[src/rtl/irq_merge_pkg.sv]
`timescale 1ns/1ps
package irq_merge_pkg;
  localparam int unsigned OFS_ENA_ON  = 32'h0;
  localparam int unsigned OFS_ENA_OFF = 32'h4;
  localparam int unsigned OFS_PEND    = 32'hC;

  typedef enum logic [1:0] {SEL_NONE, SEL_ON, SEL_OFF, SEL_PEND} reg_sel_e;

  function automatic reg_sel_e decode_ofs(input int unsigned ofs);
    if (ofs == OFS_ENA_ON)       return SEL_ON;
    else if (ofs == OFS_ENA_OFF) return SEL_OFF;
    else if (ofs == OFS_PEND)    return SEL_PEND;
    else                         return SEL_NONE;
  endfunction
endpackage

[src/rtl/irq_merge_sync.sv]
`timescale 1ns/1ps
module irq_merge_sync #(
  parameter int unsigned N_SRC  = 32,
  parameter int unsigned STAGES = 2
) (
  input  logic             clk,
  input  logic             rst_n,
  input  logic [N_SRC-1:0] irq_raw,
  output logic [N_SRC-1:0] irq_sync
);
  logic [STAGES-1:0][N_SRC-1:0] stage_q;
  logic [STAGES-1:0][N_SRC-1:0] stage_d;

  always_comb begin
    stage_d[0] = irq_raw;
  end

  for (genvar s = 1; s < STAGES; s++) begin : g_chain
    always_comb begin
      stage_d[s] = stage_q[s-1];
    end

    stage_shift_chk: assert property (@(posedge clk) disable iff (!rst_n)
      1'b1 |=> stage_q[s] == $past(stage_q[s-1]));
  end

  always_ff @(posedge clk or negedge rst_n) begin
    if (!rst_n) stage_q <= '0;
    else        stage_q <= stage_d;
  end

  assign irq_sync = stage_q[STAGES-1];


  stage_capture_chk: assert property (@(posedge clk) disable iff (!rst_n)
    1'b1 |=> stage_q[0] == $past(irq_raw));
endmodule

[src/rtl/irq_merge_mask.sv]
`timescale 1ns/1ps
module irq_merge_mask #(
  parameter int unsigned N_SRC = 32
) (
  input  logic             clk,
  input  logic             rst_n,
  input  logic [N_SRC-1:0] on_vec,
  input  logic [N_SRC-1:0] off_vec,
  output logic [N_SRC-1:0] ena_mask
);
  logic [N_SRC-1:0] ena_q;
  logic [N_SRC-1:0] ena_d;
  logic             ena_upd;

  // off wins over on for the same bit
  always_comb begin
    ena_d   = (ena_q | on_vec) & ~off_vec;
    ena_upd = |(on_vec | off_vec);
  end

  always_ff @(posedge clk or negedge rst_n) begin
    if (!rst_n)       ena_q <= '0;
    else if (ena_upd) ena_q <= ena_d;
  end

  assign ena_mask = ena_q;


  ena_on_chk: assert property (@(posedge clk) disable iff (!rst_n)
    (|on_vec && off_vec == '0) |=> (ena_q & $past(on_vec)) == $past(on_vec));

  ena_off_chk: assert property (@(posedge clk) disable iff (!rst_n)
    (|off_vec) |=> (ena_q & $past(off_vec)) == '0);

  ena_hold_chk: assert property (@(posedge clk) disable iff (!rst_n)
    ((on_vec | off_vec) == '0) |=> $stable(ena_q));
endmodule

[src/rtl/irq_merge_regs.sv]
`timescale 1ns/1ps
module irq_merge_regs
  import irq_merge_pkg::*;
#(
  parameter int unsigned N_SRC  = 32,
  parameter int unsigned ADDR_W = 4
) (
  input  logic              bus_en,
  input  logic              bus_we,
  input  logic [ADDR_W-1:0] bus_addr,
  input  logic [N_SRC-1:0]  bus_wdata,
  input  logic [N_SRC-1:0]  ena_mask,
  input  logic [N_SRC-1:0]  pend_vec,
  output logic [N_SRC-1:0]  on_vec,
  output logic [N_SRC-1:0]  off_vec,
  output logic [N_SRC-1:0]  bus_rdata
);
  reg_sel_e sel;
  logic     do_wr;
  logic     do_rd;

  always_comb begin
    sel       = decode_ofs(int'(bus_addr));
    do_wr     = bus_en & bus_we;
    do_rd     = bus_en & ~bus_we;
    on_vec    = (do_wr && sel == SEL_ON)  ? bus_wdata : '0;
    off_vec   = (do_wr && sel == SEL_OFF) ? bus_wdata : '0;
    bus_rdata = '0;
    if (do_rd) begin
      unique case (sel)
        SEL_ON, SEL_OFF: bus_rdata = ena_mask;
        SEL_PEND:        bus_rdata = pend_vec;
        default:         bus_rdata = '0;
      endcase
    end
  end
endmodule

[src/rtl/irq_merge_top.sv]
`timescale 1ns/1ps
module irq_merge_top
  import irq_merge_pkg::*;
#(
  parameter int unsigned N_SRC       = 32,
  parameter int unsigned ADDR_W      = 4,
  parameter int unsigned SYNC_STAGES = 2
) (
  input  logic              clk,
  input  logic              rst_n,
  input  logic              bus_en,
  input  logic              bus_we,
  input  logic [ADDR_W-1:0] bus_addr,
  input  logic [N_SRC-1:0]  bus_wdata,
  output logic [N_SRC-1:0]  bus_rdata,
  input  logic [N_SRC-1:0]  irq_raw,
  output logic              irq_out
);
  localparam int unsigned RST_STAGES = 2;

  logic [RST_STAGES-1:0] rst_pipe_q;
  logic                  rst_int_n;
  logic [N_SRC-1:0]      irq_sync;
  logic [N_SRC-1:0]      ena_mask;
  logic [N_SRC-1:0]      pend_vec;
  logic [N_SRC-1:0]      on_vec;
  logic [N_SRC-1:0]      off_vec;
  logic                  out_q;
  logic                  out_d;
  logic                  out_upd;

  // reset: asserted at once, released after RST_STAGES edges
  always_ff @(posedge clk or negedge rst_n) begin
    if (!rst_n) rst_pipe_q <= '0;
    else        rst_pipe_q <= {rst_pipe_q[RST_STAGES-2:0], 1'b1};
  end
  assign rst_int_n = rst_pipe_q[RST_STAGES-1];

  irq_merge_sync #(.N_SRC(N_SRC), .STAGES(SYNC_STAGES)) u_sync (
    .clk      (clk),
    .rst_n    (rst_int_n),
    .irq_raw  (irq_raw),
    .irq_sync (irq_sync)
  );

  irq_merge_mask #(.N_SRC(N_SRC)) u_mask (
    .clk      (clk),
    .rst_n    (rst_int_n),
    .on_vec   (on_vec),
    .off_vec  (off_vec),
    .ena_mask (ena_mask)
  );

  irq_merge_regs #(.N_SRC(N_SRC), .ADDR_W(ADDR_W)) u_regs (
    .bus_en    (bus_en),
    .bus_we    (bus_we),
    .bus_addr  (bus_addr),
    .bus_wdata (bus_wdata),
    .ena_mask  (ena_mask),
    .pend_vec  (pend_vec),
    .on_vec    (on_vec),
    .off_vec   (off_vec),
    .bus_rdata (bus_rdata)
  );

  always_comb begin
    pend_vec = irq_sync & ena_mask;
    out_d    = |pend_vec;
    out_upd  = out_d ^ out_q;
  end

  always_ff @(posedge clk or negedge rst_int_n) begin
    if (!rst_int_n)   out_q <= 1'b0;
    else if (out_upd) out_q <= out_d;
  end

  assign irq_out = out_q;


  out_follow_chk: assert property (@(posedge clk) disable iff (!rst_int_n)
    1'b1 |=> irq_out == $past(|(irq_sync & ena_mask)));

  ignored_wr_chk: assert property (@(posedge clk) disable iff (!rst_int_n)
    (bus_en && bus_we && decode_ofs(int'(bus_addr)) != SEL_ON &&
     decode_ofs(int'(bus_addr)) != SEL_OFF) |=> $stable(ena_mask));

  all_off_chk: assert property (@(posedge clk) disable iff (!rst_int_n)
    (bus_en && bus_we && decode_ofs(int'(bus_addr)) == SEL_OFF && &bus_wdata)
    |=> ena_mask == '0);

  reset_quiet_chk: assert property (@(posedge clk)
    !rst_int_n |-> (irq_out == 1'b0 && ena_mask == '0));
endmodule

[config.mk]
export PLATFORM = sky130hd
export DESIGN_NAME = irq_merge_top
export DESIGN_NICKNAME = d
export VERILOG_FILES = /design/src/rtl/irq_merge_pkg.sv /design/src/rtl/irq_merge_sync.sv /design/src/rtl/irq_merge_mask.sv /design/src/rtl/irq_merge_regs.sv /design/src/rtl/irq_merge_top.sv
export SDC_FILE = /design/constraint.sdc
export NUM_CORES = 1
export LEC_CHECK = 0
export BUFFER_PORTS_ARGS = -buffer_cell sky130_fd_sc_hd__buf_4
export CAP_MARGIN = 20
export CORE_MARGIN = 1.5
export CORE_UTILIZATION = 50
export CTS_CLUSTER_DIAMETER = 60
export DETAILED_ROUTE_END_ITERATION = 10
export PLACE_DENSITY = 0.81
export SYNTH_ARGS = -nofsm -noshare
export SYNTH_HDL_FRONTEND = slang
export SYNTH_HIERARCHICAL = 1
export SYNTH_SLANG_ARGS = --single-unit
export TNS_END_PERCENT = 10
[constraint.sdc]
create_clock -name clk -period 4.1 [get_ports clk]
set_input_delay 1.025 -clock clk [delete_from_list [all_inputs] [get_ports clk]]
set_output_delay 1.025 -clock clk [all_outputs]
set_load 0.03 [all_outputs]
# [After elaboration in Yosys (flattened, before gate mapping)]
# Cells that the tools add are included.
# Widths: inputs -> output; s select.
[totals] regBits=99 output_inout_bits=33 word_cells=32 inputBits=72
[classes] reduce_logical=6 n_bitwise=9 n_eq_ne=5 muxes=7
[ops] op="$mux 32" n=3
[ops] op="$and 32x32->32" n=2
[ops] op="$or 32x32->32" n=2
[ops] op="$pmux 32 s2" n=1
[ops] op="$reduce_or 32->1" n=2
[ops] op="$not 32->32" n=1
[ops] op="$mux 2" n=3
[ops] op="$eq 2x2->1 const B" n=2
[ops] op="$eq 4x3->1 const B" n=1
[ops] op="$eq 4x4->1 const B" n=1
[ops] op="$logic_not 4->1" n=1
[ops] op="$and 1x1->1" n=2
[ops] op="$eq 2x1->1 const B" n=1
[ops] op="$logic_and 1x1->1" n=2
[ops] op="$reduce_or 2->1" n=1
[ops] op="$not 1->1" n=1
[ops] op="$xor 1x1->1" n=1

# [Longest topological paths before layout]
# Gate-level depths: netlist of run 1.
[logic_depth] depth_word=9 mapped_depth=7 depth_no_buf=5

# [By module]
# Netlist of run 1, hierarchy kept.
[modules_own_cells] module="irq_merge_sync" seq_area_each_um2=1601.5 cells_per_inst=64 instances=1 area_per_inst_um2=1601.5
[modules_own_cells] module="irq_merge_mask" seq_area_each_um2=800.8 cells_per_inst=64 instances=1 area_per_inst_um2=1121.1
[modules_own_cells] module="irq_merge_regs" seq_area_each_um2=0.0 cells_per_inst=163 instances=1 area_per_inst_um2=1004.7
[modules_own_cells] module="irq_merge_top" seq_area_each_um2=75.1 cells_per_inst=49 instances=1 area_per_inst_um2=376.6

# [Least setup slack after synthesis of run 1]
# No wires, ideal clock.
[synth_timing] path_kind="in2out" startpoint="input port bus_addr[1]" endpoint="output port bus_rdata[10]" t_arrival_ps=2497 required_time_ps=3075 n_path_buf=2 path_stages=7 setup_slack_ps=578 cell_sequence="nor2_1 nand2_1 ha_1 or3b_1 buf_2 buf_6 nor2_1"
[synth_between] elab_chain_len=8 word_cells_on_any_way=12 cone_classes="eq/ne (5); mux (5); reduce/logical (2)"
[synth_lines] item="start: declaration" line_no="irq_merge_top.sv:13" rtl="input logic [ADDR_W-1:0] bus_addr,"
[synth_lines] item="$eq 4x4->1" line_no="irq_merge_pkg.sv:12" rtl="else if (ofs == OFS_PEND) return SEL_PEND;"
[synth_lines] item="$mux 2" line_no="irq_merge_pkg.sv:12"
[synth_lines] item="$mux 2" line_no="irq_merge_pkg.sv:11" rtl="else if (ofs == OFS_ENA_OFF) return SEL_OFF;"
[synth_lines] item="$mux 2 *" line_no="irq_merge_pkg.sv:10" rtl="if (ofs == OFS_ENA_ON) return SEL_ON;"
[synth_lines] item="$eq 2x2->1 / $eq 2x1->1 (equally long branches)" line_no="irq_merge_regs.sv:30" rtl="unique case (sel)"
[synth_lines] item="$reduce_or 2->1" line_no="irq_merge_regs.sv:30"
[synth_lines] item="$pmux 32 s2 *" line_no="irq_merge_regs.sv:30"
[synth_lines] item="$mux 32 *" line_no="irq_merge_regs.sv:29" rtl="if (do_rd) begin"
[synth_lines] item="end: declaration" line_no="irq_merge_top.sv:15" rtl="output logic [N_SRC-1:0] bus_rdata,"
# Every way passes the cells marked *; elsewhere a longest branch is shown, timed or not.

# [Worst setup path after layout of run 1]
[layout_timing] startpoint="input port bus_addr[3]" endpoint="output port bus_rdata[12]"
# The elaborated chain is that of the path after synthesis.

==> results of run 1 <==
## cells in the mapped netlist (2+ instances only)
master,count
dfrtp_1,99
and3_1,62
nor2_1,33
a22oi_1,32
and2_1,32
o21ba_1,32
clkbuf_1,15
or4_1,9
buf_6,6
or2_2,4
ha_1,3
and2_4,2
and3_2,2
buf_2,2
nand2_1,2
## sequential cells by signal (all words and copies together) (netlist names)
register	flops
u_sync/irq_sync	32
irq_out	1
u_sync/stage_d	32
rst_pipe_q	2
u_mask/ena_mask	32
## per-layer routing
metal	wire, um	vias to the layer above
met2	4620	88
li1	-	1395
met3	570	5
met4	65	0
met5	0	-
met1	3710	1484
## power by group through the flow
stage / sequential, W / combinational [W] / clock, W
after CTS: 0.00114 / 0.000254 / 0.000579
after global routing: 0.00115 / 0.000274 / 0.000614
final: 0.00113 / 0.000250 / 0.000560
after detailed placement: 0.00116 / 0.000253 / 0
after floorplan: 0.00114 / 0.000145 / 0
after global placement: 0.00115 / 0.000242 / 0
## area by class of cell
class / count / area (um2)
clock buffer: 12 / 155
timing repair buffer: 110 / 826
clock inverter: 4 / 25.0
tap: 102 / 128
multi-input combinational: 218 / 1490
sequential: 99 / 2480
fill: 643 / 2740
## cell families after synthesis
| group | share of synthesized area [%] |
|---|---|
| other | 0.0914 |
| and+or+nand+nor | 21.5 |
| buffers and inverters | 3.26 |
| DFF | 60.4 |
| xor gates and xnor gates | 0.213 |
| AOI/OAI and AO/OA | 13.7 |
| adders and majority gates | 0.915 |
## stage by stage
step | hold WS (ps) | cell area [um2] | utilization (%)
after detailed placement | 335 | 4930 | 62.8
after CTS | 355 | 5110 | 65.1
after floorplan | 331 | 4100 | -
after global routing | 362 | 5110 | 65.1
after global placement | 331 | 4930 | 62.8
final | 353 | 5110 | 65.1
## how the worst max path moves through the flow
stage / startpoint / endpoint / slack [ps]
final: bus_addr[3] / bus_rdata[12] / 440
after CTS: bus_addr[3] / bus_rdata[12] / 430
after global placement: bus_addr[3] / bus_rdata[12] / 510
after floorplan: bus_addr[1] / bus_rdata[10] / 580
after global routing: bus_addr[3] / bus_rdata[23] / 340
after detailed placement: bus_addr[3] / bus_rdata[12] / 440
==> run_results.csv, run 1 <==
group,metric,value,unit
status,status,"complete, no violations",
pwr,p_seq_share,58.3,%
clocking,cts_setup_buffers,0,
grt,grt_pass1_vias,3059,
grt,antenna_found_initial,0,
setup_path,r2r_cells,4,
synth,synth_edf_count,0,
pwr,switching_power,0.000484,W
synth,syn_nets,415,
setup_path,worstSetupStartpointType,"input port",
setup_path,crit_family,"simple AND/OR/NAND/NOR gates",
floorplan,io_pins,105,
clocking,cts.path.max_buffers,2,
setup_path,path_buf_inv,3,
clocking,post_cts_resized,0,
route,ant_nets,0,
pwr,p_int,0.00146,W
flow_run,maxCapViolations,0,
synth,netlist.area_leader.share,60.4,%
worst_hold_path,hold_path_depth,0,
synth,ys_seq_elements,99,
synth,synth_area_leader_cell,"dfrtp_1",
setup_path,cp-end-kind,"primary output",
placement,pre_cts_slack,438,ps
route,initialDrtViolationCount,181,
timing,fin_skew,6.12,ps
synth,async_flop_share,100,%
placement,dpl.cell_count,529,
timing,period_minus_slack,3660,ps
grt,grt-busiest-layer,"met2",
floorplan,coreArea,0.00785,mm2
timing,finalHoldViolCount,0,
timing,fin_crit_sh,89.2,%
grt,met3_usage,4.07,%
pwr,power.share.clock,28.8,%
floorplan,die_x,93.6,um
setup_path,critical_path.max_stage_delay,370,ps
route,viasPerCell,5.45,
floorplan,die-area,0.00876,mm2
synth,ys_top_cells_by_area,"dfrtp_1, and3_1, o21ba_1, a22oi_1, and2_1",
setup_path,crit_slowest_cell,"or3b_1",
grt,globalRouteMet1Util,27.4,%
synth,synth.cell_area,0.00410,mm2
grt,grt.overflow.total,0,
synth,yosysWarningCount,6,
floorplan,fp-row-count,32,
floorplan,initial_core_util,52.3,%
worst_hold_path,worstHoldStart,"u_sync/stage_d[51]$_DFF_PN0_",
pwr,max-vdd-ir-drop,0.259,mV
timing,rsz0062_at_grt,"no",
clocking,clkLatencyLatePin,350,ps
pwr,pwr-share-comb,12.9,%
finish,diodes,0,
route,vias,2972,
placement,hpwl,6100,um
grt,met2_usage,37.2,%
grt,grt_pass1_wl,14500,um
clocking,numCtsBuffers,9,
pwr,total_power,0.00194,W
finish,final-instance-count-excl-fill,545,
placement,gp_congestion,0.750,
synth,yosysSeqAreaShare,60.4,%
setup_path,cp_common_cell,"buf_4",
route,drc_errors,0,
clocking,htree_levels,3,
clocking,cts_tree,"done",
timing,tightest_slew,1020,ps
worst_hold_path,whs_endpoint,"u_sync/irq_sync[19]$_DFF_PN0_",
synth,avgSynthCellArea,12.1,um2
worst_hold_path,worstHoldPathType,"register to register",
timing,maxSlewHeadroom,32.3,%
timing,tns,0,ps
synth,syn_inst,340,
timing,report.final.slew_viol_count,0,
finish,layout_common_cells,"buf_4, dfrtp_1, and3_1",
pwr,swShare,24.9,%
setup_path,crit_required,3070,ps
timing,finalSetupViolCount,0,
placement,numPortBuffers,104,
pwr,power_density,380,mW/mm2
synth,ys_types,20,
route,dr.pass1.iters,5,
finish,final_common_cell,"buf_4",
clocking,hold_buffers,0,
grt,grtUsageTotal,21.8,%
finish,area_growth,24.5,%
finish,layout-drive-gt1-share,30.7,%
route,routed_wirelength,8960,um
pwr,leakage,2.64,nW
setup_path,crit_type,"input port to primary output",
route,wire_per_inst,16.4,um
setup_path,arrival,2630,ps
grt,grt_start_max_net_pins,65,
setup_path,r2r-start,"u_mask/ena_mask[24]$_DFFE_PN0P_",
timing,fmax,273,MHz
setup_path,cp_num_cells,8,
setup_path,rrSetupSlack,1860,ps
floorplan,die_h,93.6,um
setup_path,crit_chain,"buf_4, xnor2_1, nand2_1, ha_1, or3b_1, buf_4, nor2_1, buf_4",
clocking,clock_sinks,99,
finish,final_nets,513,
clocking,clk_pin_slew,80,ps
synth,ys_dominant_reg_cell,"dfrtp_1",
setup_path,crit_fanout,32,
timing,setup_ws,443,ps
clocking,cts_root_buffer,"clkbuf_8",
setup_path,r2r_end,"irq_out$_DFFE_PN0P_",
Power figures use the tool's default switching activity.
==> inputs of run 2 (changes only) <==
- CORE_UTILIZATION: 50 -> 40
- PLACE_DENSITY: 0.81 -> 0.68
==> run_results.csv, run 2 (same netlist as run 1, synthesis figures left out) <==
group,metric,value,unit
finish,register_area,0.00248,mm2
route,viasPerCell,5.15,
floorplan,coreArea,0.00986,mm2
pwr,switching_power,0.000501,W
grt,grt_pass1_wl,15100,um
clocking,cts.path.max_buffers,2,
setup_path,crit_fanout,32,
floorplan,io_pins,105,
setup_path,cp-end-kind,"primary output",
timing,maxSlewHeadroom,39.9,%
placement,hpwl,6090,um
route,wire_per_inst,16.2,um
grt,grt_pass1_vias,3020,
finish,layout-drive-gt1-share,30.7,%
route,ant_nets,0,
flow_run,maxCapViolations,0,
placement,placed_cell_area,0.00496,mm2
finish,final_nets,513,
floorplan,die_h,104,um
pwr,p_int,0.00146,W
clocking,cts_tree,"done",
clocking,cts_setup_buffers,0,
clocking,clkLatencyLatePin,370,ps
finish,stdcell_area,0.00516,mm2
clocking,clk_pin_slew,90,ps
route,vias,2966,
timing,fin_crit_sh,89.9,%
timing,tns,0,ps
grt,grt.overflow.total,0,
finish,diodes,0,
clocking,cts_root_buffer,"clkbuf_8",
clocking,post_cts_resized,0,
setup_path,arrival,2660,ps
route,routed_wirelength,9340,um
pwr,max-vdd-ir-drop,0.234,mV
pwr,power.share.clock,29.5,%
finish,area_growth,25.6,%
timing,finalHoldViolCount,0,
setup_path,worstSetupStartpointType,"input port",
status,status,"complete, no violations",
pwr,power_density,381,mW/mm2
route,dr.pass1.iters,4,
floorplan,die-area,0.0109,mm2
grt,grtUsageTotal,18.1,%
pwr,p_seq_share,57.7,%
finish,postLayoutCoreUtil,52.3,%
worst_hold_path,worstHoldPathType,"register to register",
floorplan,initial_core_util,41.6,%
pwr,leakage,2.64,nW
clocking,numCtsBuffers,9,
timing,period_minus_slack,3680,ps
finish,layout_common_cells,"buf_4, dfrtp_1, and3_1",
placement,numPortBuffers,104,
timing,hold_ws,350,ps
pwr,swShare,25.5,%
clocking,hold_buffers,0,
pwr,total_power,0.00196,W
pwr,pwr-share-comb,12.8,%
finish,multiInputGateArea,0.00149,mm2
timing,tightest_slew,901,ps
clocking,clock_sinks,99,
grt,grt_start_max_net_pins,68,
timing,rsz0062_at_grt,"no",
setup_path,crit_required,3070,ps
timing,report.final.slew_viol_count,0,
timing,finalSetupViolCount,0,
timing,fin_skew,11.9,ps
placement,gp_congestion,0.772,
finish,final_common_cell,"buf_4",
clocking,htree_levels,3,
setup_path,crit_type,"input port to primary output",
route,drc_errors,0,
floorplan,fp-row-count,36,
grt,antenna_found_initial,0,
finish,nFillCells,871,
floorplan,die_x,104,um
route,initialDrtViolationCount,116,
timing,fmax,271,MHz
-- run 2: worst paths after layout --
check,startpoint,endpoint,slack (ps),depth (start not counted)
hold reg to reg,u_sync/stage_d[42]$_DFF_PN0_,u_sync/irq_sync[10]$_DFF_PN0_,350,0
setup / recovery,bus_addr[1],bus_rdata[11],420,8
min in group asynchronous,rst_n,rst_pipe_q[1]$_DFF_PN0_,410,1
hold / removal,u_sync/stage_d[42]$_DFF_PN0_,u_sync/irq_sync[10]$_DFF_PN0_,350,0
setup reg to reg,u_mask/ena_mask[10]$_DFFE_PN0P_,irq_out$_DFFE_PN0P_,1860,4
max in group asynchronous,rst_pipe_q[1]$_DFF_PN0_,u_sync/irq_sync[11]$_DFF_PN0_,2710,1
-- run 2: per-layer routing --
layer  global-route usage [%]  routed length (um)  vias to the layer above
met5                        0                   0                        -
met4                     7.84                 212                        0
met1                     22.7                4090                     1475
li1                         -                   -                     1383
met2                     29.6                4530                       91
met3                     4.82                 515                       17
-- run 2: power by group through the flow --
stage,Sequential (W),Clock (W),Combinational (W)
floorplan,0.00114,0,0.000145
global placement,0.00115,0,0.000243
detailed placement,0.00115,0,0.000251
CTS,0.00114,0.000603,0.000252
global route,0.00115,0.000643,0.000276
finish,0.00113,0.000580,0.000251
-- run 2: area by class of cell --
cell class | instances | share of cell area, %
clock inverters | 3 | 0.437
clock buffers | 13 | 3.08
well taps | 133 | 3.23
multi-input cells | 218 | 29.0
flip-flops and latches | 99 | 48.1
repair buffers | 110 | 16.2
-- run 2: through the flow --
stage                     cells  setup WS (ps)
final                       576            415
after global placement      559            496
after CTS                   575            395
after global routing        576            278
after floorplan             340            578
after detailed placement    559            394
-- run 2: worst max-delay path, cell delays in order --
cell,delay [ps]
buf_4,120
nor2_1,210
nand2_1,120
ha_1,190
or3b_1,360
buf_4,250
nor2_1,180
buf_4,180
